### src/rtl/acc_pkg.sv
package acc_pkg;
  parameter int unsigned DW   = 8;   // data byte width
  parameter int unsigned IW   = 14;  // instruction width
  parameter int unsigned FA_W = 7;   // file address width
  parameter int unsigned PA_W = 11;  // program address width
  parameter int unsigned NFL  = 3;   // flag count
  localparam int unsigned BN_W = $clog2(DW);

  localparam int FC  = 0;
  localparam int FDC = 1;
  localparam int FZ  = 2;

  localparam logic [1:0] PCK_NONE = 2'd0;
  localparam logic [1:0] PCK_JUMP = 2'd1;
  localparam logic [1:0] PCK_CALL = 2'd2;
  localparam logic [1:0] PCK_RET  = 2'd3;

  typedef enum logic [4:0] {
    OP_NOP, OP_ADD, OP_SUB, OP_AND, OP_IOR, OP_XOR, OP_COM, OP_DEC,
    OP_INC, OP_DECSK, OP_INCSK, OP_MOV, OP_RL, OP_RR, OP_SWAP, OP_CLR,
    OP_STW, OP_BCLR, OP_BSET, OP_BTSC, OP_BTSS, OP_LDK, OP_RET, OP_BRANCH
  } op_e;

  typedef struct packed {
    op_e             op;
    logic            lit;    // operand is the instruction constant
    logic            wr_w;   // result lands in W
    logic            wr_f;   // result lands in the file
    logic [1:0]      pck;    // program-counter request kind
    logic [BN_W-1:0] bitn;
  } dec_t;
endpackage

### src/rtl/acc_decode.sv
module acc_decode
  import acc_pkg::*;
(
  input  logic [IW-1:7] ihi,
  output dec_t          dec
);
  logic [1:0] cls;
  logic [3:0] sub;
  logic       dsel;

  assign cls  = ihi[13:12];
  assign sub  = ihi[11:8];
  assign dsel = ihi[7];

  always_comb begin
    dec      = '0;
    dec.op   = OP_NOP;
    dec.bitn = ihi[9:7];
    dec.lit  = (cls == 2'b11);
    unique case (cls)
      2'b00: begin
        dec.wr_w = ~dsel;
        dec.wr_f = dsel;
        unique case (sub)
          4'h7: dec.op = OP_ADD;
          4'h2: dec.op = OP_SUB;
          4'h5: dec.op = OP_AND;
          4'h4: dec.op = OP_IOR;
          4'h6: dec.op = OP_XOR;
          4'h9: dec.op = OP_COM;
          4'h3: dec.op = OP_DEC;
          4'hA: dec.op = OP_INC;
          4'hB: dec.op = OP_DECSK;
          4'hF: dec.op = OP_INCSK;
          4'h8: dec.op = OP_MOV;
          4'hD: dec.op = OP_RL;
          4'hC: dec.op = OP_RR;
          4'hE: dec.op = OP_SWAP;
          4'h1: dec.op = OP_CLR;
          default: begin
            dec.op   = dsel ? OP_STW : OP_NOP;
            dec.wr_w = 1'b0;
          end
        endcase
      end
      2'b01: begin
        unique case (sub[3:2])
          2'b00:   dec.op = OP_BCLR;
          2'b01:   dec.op = OP_BSET;
          2'b10:   dec.op = OP_BTSC;
          default: dec.op = OP_BTSS;
        endcase
        dec.wr_f = ~sub[3];
      end
      2'b10: begin
        dec.op  = OP_BRANCH;
        dec.pck = sub[3] ? PCK_JUMP : PCK_CALL;
      end
      default: begin
        dec.wr_w = 1'b1;
        casez (sub)
          4'b111?: dec.op = OP_ADD;
          4'b110?: dec.op = OP_SUB;
          4'b1001: dec.op = OP_AND;
          4'b1000: dec.op = OP_IOR;
          4'b1010: dec.op = OP_XOR;
          4'b00??: dec.op = OP_LDK;
          4'b01??: begin
            dec.op  = OP_RET;
            dec.pck = PCK_RET;
          end
          default: begin
            dec.op   = OP_NOP;
            dec.wr_w = 1'b0;
          end
        endcase
      end
    endcase
  end
endmodule

### src/rtl/acc_alu.sv
module acc_alu
  import acc_pkg::*;
(
  input  op_e              op,
  input  logic [DW-1:0]    a,
  input  logic [DW-1:0]    w,
  input  logic [BN_W-1:0]  bitn,
  input  logic [NFL-1:0]   flags_i,
  output logic [DW-1:0]    res,
  output logic [NFL-1:0]   flags_o,
  output logic             skip
);
  localparam int HN = DW / 2;

  logic          is_sub;
  logic [DW-1:0] bx;
  logic [DW:0]   sum;
  logic [HN:0]   nib;
  logic [DW-1:0] mask;
  logic          upd_z;

  assign is_sub = (op == OP_SUB);
  assign bx     = is_sub ? ~w : w;
  assign sum    = {1'b0, a} + {1'b0, bx} + {{DW{1'b0}}, is_sub};
  assign nib    = {1'b0, a[HN-1:0]} + {1'b0, bx[HN-1:0]} + {{HN{1'b0}}, is_sub};
  assign mask   = {{(DW-1){1'b0}}, 1'b1} << bitn;

  always_comb begin
    res     = '0;
    flags_o = flags_i;
    skip    = 1'b0;
    upd_z   = 1'b0;
    unique case (op)
      OP_ADD, OP_SUB: begin
        res          = sum[DW-1:0];
        flags_o[FC]  = sum[DW];
        flags_o[FDC] = nib[HN];
        upd_z        = 1'b1;
      end
      OP_AND: begin res = a & w; upd_z = 1'b1; end
      OP_IOR: begin res = a | w; upd_z = 1'b1; end
      OP_XOR: begin res = a ^ w; upd_z = 1'b1; end
      OP_COM: begin res = ~a;    upd_z = 1'b1; end
      OP_DEC: begin res = a - 1'b1; upd_z = 1'b1; end
      OP_INC: begin res = a + 1'b1; upd_z = 1'b1; end
      OP_MOV: begin res = a;     upd_z = 1'b1; end
      OP_CLR: begin res = '0;    upd_z = 1'b1; end
      OP_DECSK: begin
        res  = a - 1'b1;
        skip = (res == '0);
      end
      OP_INCSK: begin
        res  = a + 1'b1;
        skip = (res == '0);
      end
      OP_RL: begin
        res         = {a[DW-2:0], flags_i[FC]};
        flags_o[FC] = a[DW-1];
      end
      OP_RR: begin
        res         = {flags_i[FC], a[DW-1:1]};
        flags_o[FC] = a[0];
      end
      OP_SWAP: res = {a[HN-1:0], a[DW-1:HN]};
      OP_STW:  res = w;
      OP_BCLR: res = a & ~mask;
      OP_BSET: res = a | mask;
      OP_BTSC: skip = ((a & mask) == '0);
      OP_BTSS: skip = ((a & mask) != '0);
      OP_LDK, OP_RET: res = a;
      default: res = '0;
    endcase
    if (upd_z) flags_o[FZ] = (res == '0);
  end
endmodule

### src/rtl/acc_exec_unit.sv
module acc_exec_unit
  import acc_pkg::*;
(
  input  logic            clk,
  input  logic            rst,
  input  logic [13:0]     instr,
  input  logic [7:0]      file_rdata,
  input  logic [2:0]      flags_in,
  output logic [7:0]      w_value,
  output logic            file_we,
  output logic [6:0]      file_waddr,
  output logic [7:0]      file_wdata,
  output logic [2:0]      flags_out,
  output logic            pc_req,
  output logic [1:0]      pc_kind,
  output logic [10:0]     pc_target,
  output logic            squash
);
  dec_t            dec;
  logic [DW-1:0]   opnd;
  logic [DW-1:0]   alu_res;
  logic [NFL-1:0]  alu_flags;
  logic            alu_skip;
  logic            live;

  logic [DW-1:0]   w_q;
  logic            we_q;
  logic [FA_W-1:0] waddr_q;
  logic [DW-1:0]   wdata_q;
  logic [NFL-1:0]  flags_q;
  logic            pcr_q;
  logic [1:0]      pck_q;
  logic [PA_W-1:0] tgt_q;
  logic            sq_q;

  acc_decode u_dec (
    .ihi (instr[IW-1:7]),
    .dec (dec)
  );

  assign opnd = dec.lit ? instr[DW-1:0] : file_rdata;

  acc_alu u_alu (
    .op      (dec.op),
    .a       (opnd),
    .w       (w_q),
    .bitn    (dec.bitn),
    .flags_i (flags_in),
    .res     (alu_res),
    .flags_o (alu_flags),
    .skip    (alu_skip)
  );

  assign live = ~sq_q;

  always_ff @(posedge clk) begin
    if (rst) begin
      w_q     <= '0;
      we_q    <= 1'b0;
      waddr_q <= '0;
      wdata_q <= '0;
      flags_q <= '0;
      pcr_q   <= 1'b0;
      pck_q   <= PCK_NONE;
      tgt_q   <= '0;
      sq_q    <= 1'b0;
    end else begin
      we_q    <= live & dec.wr_f;
      waddr_q <= instr[FA_W-1:0];
      wdata_q <= alu_res;
      flags_q <= live ? alu_flags : flags_in;
      pcr_q   <= live & (dec.pck != PCK_NONE);
      pck_q   <= dec.pck;
      tgt_q   <= instr[PA_W-1:0];
      sq_q    <= live & ((dec.pck != PCK_NONE) | alu_skip);
      if (live & dec.wr_w) w_q <= alu_res;
    end
  end

  assign w_value    = w_q;
  assign file_we    = we_q;
  assign file_waddr = waddr_q;
  assign file_wdata = wdata_q;
  assign flags_out  = flags_q;
  assign pc_req     = pcr_q;
  assign pc_kind    = pck_q;
  assign pc_target  = tgt_q;
  assign squash     = sq_q;

  // squash never lasts two cycles
  p_squash_single_r11: assert property (@(posedge clk) disable iff (rst)
    sq_q |=> !sq_q);

  // a discarded instruction leaves W and requests untouched
  p_killed_quiet_r11: assert property (@(posedge clk) disable iff (rst)
    sq_q |=> (!we_q && !pcr_q && $stable(w_q)));

  // every program-counter request also squashes
  p_pcreq_squash_r9: assert property (@(posedge clk) disable iff (rst)
    pcr_q |-> sq_q);

  // swap passes the incoming flags through
  p_swap_flags_r5: assert property (@(posedge clk) disable iff (rst)
    (live && dec.op == OP_SWAP) |=> (flags_q == $past(flags_in)));

  // bit operations never alter W
  p_bitop_keeps_w_r7: assert property (@(posedge clk) disable iff (rst)
    (instr[13:12] == 2'b01) |=> $stable(w_q));
endmodule

### config.mk
export PLATFORM = sky130hd
export DESIGN_NAME = acc_exec_unit
export DESIGN_NICKNAME = d
export VERILOG_FILES = /design/src/rtl/acc_pkg.sv /design/src/rtl/acc_decode.sv /design/src/rtl/acc_alu.sv /design/src/rtl/acc_exec_unit.sv
export SDC_FILE = /design/constraint.sdc
export NUM_CORES = 1
export LEC_CHECK = 0
export CAP_MARGIN = 20
export CORE_MARGIN = 5
export CORE_UTILIZATION = 55
export CTS_CLUSTER_DIAMETER = 120
export DETAILED_ROUTE_END_ITERATION = 12
export DONT_BUFFER_PORTS = 1
export GPL_ROUTABILITY_DRIVEN = 0
export PLACE_DENSITY = 0.7
export RECOVER_POWER = 25
export SLEW_MARGIN = 20
export SYNTH_ARGS = -nofsm -noshare
export SYNTH_HDL_FRONTEND = slang
export SYNTH_SLANG_ARGS = --single-unit
### constraint.sdc
create_clock -name clk -period 5.58 [get_ports clk]
set_clock_uncertainty 0.1 [all_clocks]
set_input_delay 0.558 -clock clk [delete_from_list [all_inputs] [get_ports clk]]
set_output_delay 0.558 -clock clk [all_outputs]
set_load 0.02 [all_outputs]
==> parameters.txt <==
Parameter                              Value

Timing
  Endpoints failing hold ... 0
  Number of slew-limit violations in the final report ... 0
  Total negative setup slack ... 0 ns
  Relative slew margins ... 30.0%
  Shortest period the worst path allows ... 4.70 ns
  Maximum clock frequency ... 213 MHz
  Period utilization ... 84.3%
  Setup repair after global routing missed its margin ... no
  Slew at the pin closest to its max-slew limit ... 1.05 ns
  Final setup violating endpoints ... 0

Global route
  First-pass GRT wire length ... 21.8 mm
  Overall fraction of global-route tracks in use ... 30.6%
  Global Route met3 Usage ... 9.24%
  Fraction of met1 tracks used by global routing ... 40.9%
  Most Crowded Layer GR ... met2
  Residual overflow from global routing ... 0
  Pin count of the biggest net entering global routing ... 37
  Number of global-route vias before repair ... 4110
  Number of antenna violations at the first check in global routing ... 0
  Met2 usage ... 44.9%

Worst setup path
  Data arrival, critical path ... 4.82 ns
  Cell-by-cell trace of the critical path ... inv_1 -> ha_1 -> nand4bb_1 -> o32ai_2 -> a211oi_2 -> o2111ai_4 -> xnor2_1 -> fa_1 -> a21o_1 -> a21oi_1 -> o21bai_1 -> a21oi_1 -> xnor2_1 -> a211oi_1 -> o221a_1 -> and4_1 -> a31o_1
  Reg2reg start ... w_value[0]$_SDFFE_PP0P_
  Worst setup path category ... input pin to flip-flop
  Worst path bufs/invs ... 1
  Origin of the worst setup path ... instr[11]
  Type of element capturing the critical path ... flip-flop
  Slowest stage cell on the critical path ... a211oi_2
  Startpoint type of the worst setup path ... input pin
  Critical path's top delay family ... compound AO/OA/AOI/OAI gates
  Largest stage delay on the critical path ... 0.49 ns
  Critical path peak fanout ... 10
  Critical path required time ... 5.70 ns

Cells and area
  Area overhead of the layout relative to synthesis ... 2.81%
  Area of all sequential standard cells ... 701 um2
  Area used by multi-input combinational logic ... 2970 um2
  Final antenna diode count ... 0
  Core utilization of the finished layout ... 57.1%
  Filler instances ... 675
  Fraction of layout cells with a size suffix above 1 ... 9.16%
  Non-Filler Cell Area, Final ... 4080 um2
  Nets@finish ... 550

Synth
  Avg Cell Area, Syn ... 7.58 um2
  Async SR Flop Fraction ... 0%
  Cell count after synthesis ... 523
  Most area-hungry cell type in the Yosys netlist ... dfxtp_1
  Fraction of post-synthesis cell area in the top cell type by area ... 17.7%
  Synthesized net count ... 572
  Most common library cells after synthesis ... nor2_1, nand2_1, dfxtp_1
  Synth warn ... 0
  Post-synthesis cell type count ... 88
  Post-Syn Area ... 3960 um2
  Most common cell in the netlist ... nor2_1
  Sequential element share of the synthesized area ... 17.7%
  Total of flip-flops plus latches after synthesis ... 35
  Number of enable flip-flop cells after synthesis ... 0
  Leading cell types by total area after synthesis ... dfxtp_1, ha_1, nor2_1
  Top flip-flop cell by instance count after synthesis ... dfxtp_1

Job
  Max-Cap Viols ... 0

Floorplanning
  Initial core utilization ... 55.5%
  Horizontal die dimension ... 94.9 um
  Chip height ... 94.9 um
  Total number of placement rows ... 31
  Top Ports ... 69
  Total Die Area ... 9010 um2
  CORE AREA ... 7140 um2

Clock network
  Buffer type at the clock tree root ... clkbuf_8
  Count of hold-fix buffers inserted at cts ... 0
  Clock transition at the registers of the reported paths ... 0.08 ns
  Clock network latency to the later pin of the worst-skew pair ... 0.28 ns
  CTS HTree Levels ... 2
  Clock Sink Count ... 35
  Inserted Clock Buffers ... 5
  Post-CTS Resized ... 0
  Clock tree from TritonCTS ... done
  Maximum buffer depth of the clock tree ... 2
  Setup repair bufs after CTS ... 0

Hold path
  Type of the tightest min-delay check ... input pin to flip-flop
  Hold Startpoint ... rst

Placed design
  Standard cell area after detailed placement ... 3960 um2
  Number of buffers inserted by port buffering ... 0
  Detailed Place HPWL ... 10.1 mm

Power
  Overall power ... 994 uW
  Leakage power ... 1.42 nW
  Peak supply drop ... 0.0979 mV
  Total power per unit cell area ... 244 nW/um2

Routing
  Final WL ... 13.8 mm
  Number of DRC markers in iteration 0 ... 924
  WL per Instance ... 23.0 um
  Number of vias per cell ... 7.33
  Remaining number of nets flagged by the antenna check after routing ... 0
  Number of detailed-routing iterations run before antenna repair ... 6
  DRC violations left ... 0
  Number of vias after detailed routing ... 4407

Run status
  Status ... completed
==> state kept, by name, indices dropped and copies added (netlist names) <==
register    flops
file_waddr      6
file_wdata      8
file_we         1
flags_out       3
pc_kind         2
pc_req          1
pc_target       5
squash          1
w_value         8
==> cells by family (layout without fill, tap and decap cells) <==
family | after synthesis | in the layout | synth area share (%)
and+or+nand+nor | 194 | 194 | 25.8
buffers and inverters | 63 | 42 | 7.64
AOI/OAI and AO/OA | 178 | 178 | 34.6
xor gates and xnor gates | 21 | 21 | 4.64
muxes | 10 | 10 | 2.53
DFF | 35 | 35 | 17.7
adders and majority gates | 22 | 22 | 7.13
==> worst paths after layout <==
check	endpoint	slack, ns	cells after the start
setup / recovery	flags_out[2]$_SDFF_PP0_	0.88	17
hold / removal	w_value[7]$_SDFFE_PP0P_	0.24	1
setup reg to reg	flags_out[2]$_SDFF_PP0_	2.17	13
hold reg to reg	w_value[6]$_SDFFE_PP0P_	0.58	2
==> cell type report <==
cell class | instances | area share [%]
Tap cell | 99 | 3.04
Clock buffer | 5 | 1.69
Sequential cell | 35 | 17.2
Clock inverter | 3 | 1.07
Inverter | 22 | 2.03
Multi-Input combinational cell | 425 | 72.8
Timing Repair Buffer | 12 | 2.21
==> stage by stage <==
stage / hold slack, ns / worst slack (ns) / cells
after global routing: 0.217 / 0.545 / 601
final: 0.236 / 0.877 / 601
after detailed placement: 0.531 / 0.676 / 593
after floorplan: 0.510 / 1.22 / 523
after global placement: 0.530 / 0.899 / 593
after CTS: 0.227 / 0.959 / 601
==> metal layers <==
layer | vias up | share of wire (%)
li1 | 1938 | -
met1 | 1996 | 38
met2 | 387 | 41
met3 | 86 | 16
met4 | 0 | 4.6
met5 | - | 0
==> placed cells by master (no fill, tap or decap), types with 9 or more instances in the layout <==
master and count:
nor2b_1 12, ha_1 21, inv_1 21, nand2_1 36
xnor2_1 19, nand3_1 12, buf_4 12, dfxtp_1 35
mux2i_1 10, a211oi_1 20, o21ai_0 22, nor2_1 59
nand2b_1 9, nor3_1 15, a21oi_1 29
==> power breakdown <==
| group | total [mW] | leakage, nW | internal, mW | switching, mW |
|---|---|---|---|---|
| Clock | 0.222 | 0.0581 | 0.133 | 0.0888 |
| Sequential | 0.334 | 0.290 | 0.274 | 0.0598 |
| Combinational | 0.438 | 1.07 | 0.157 | 0.281 |
Power figures use the tool's default switching activity.
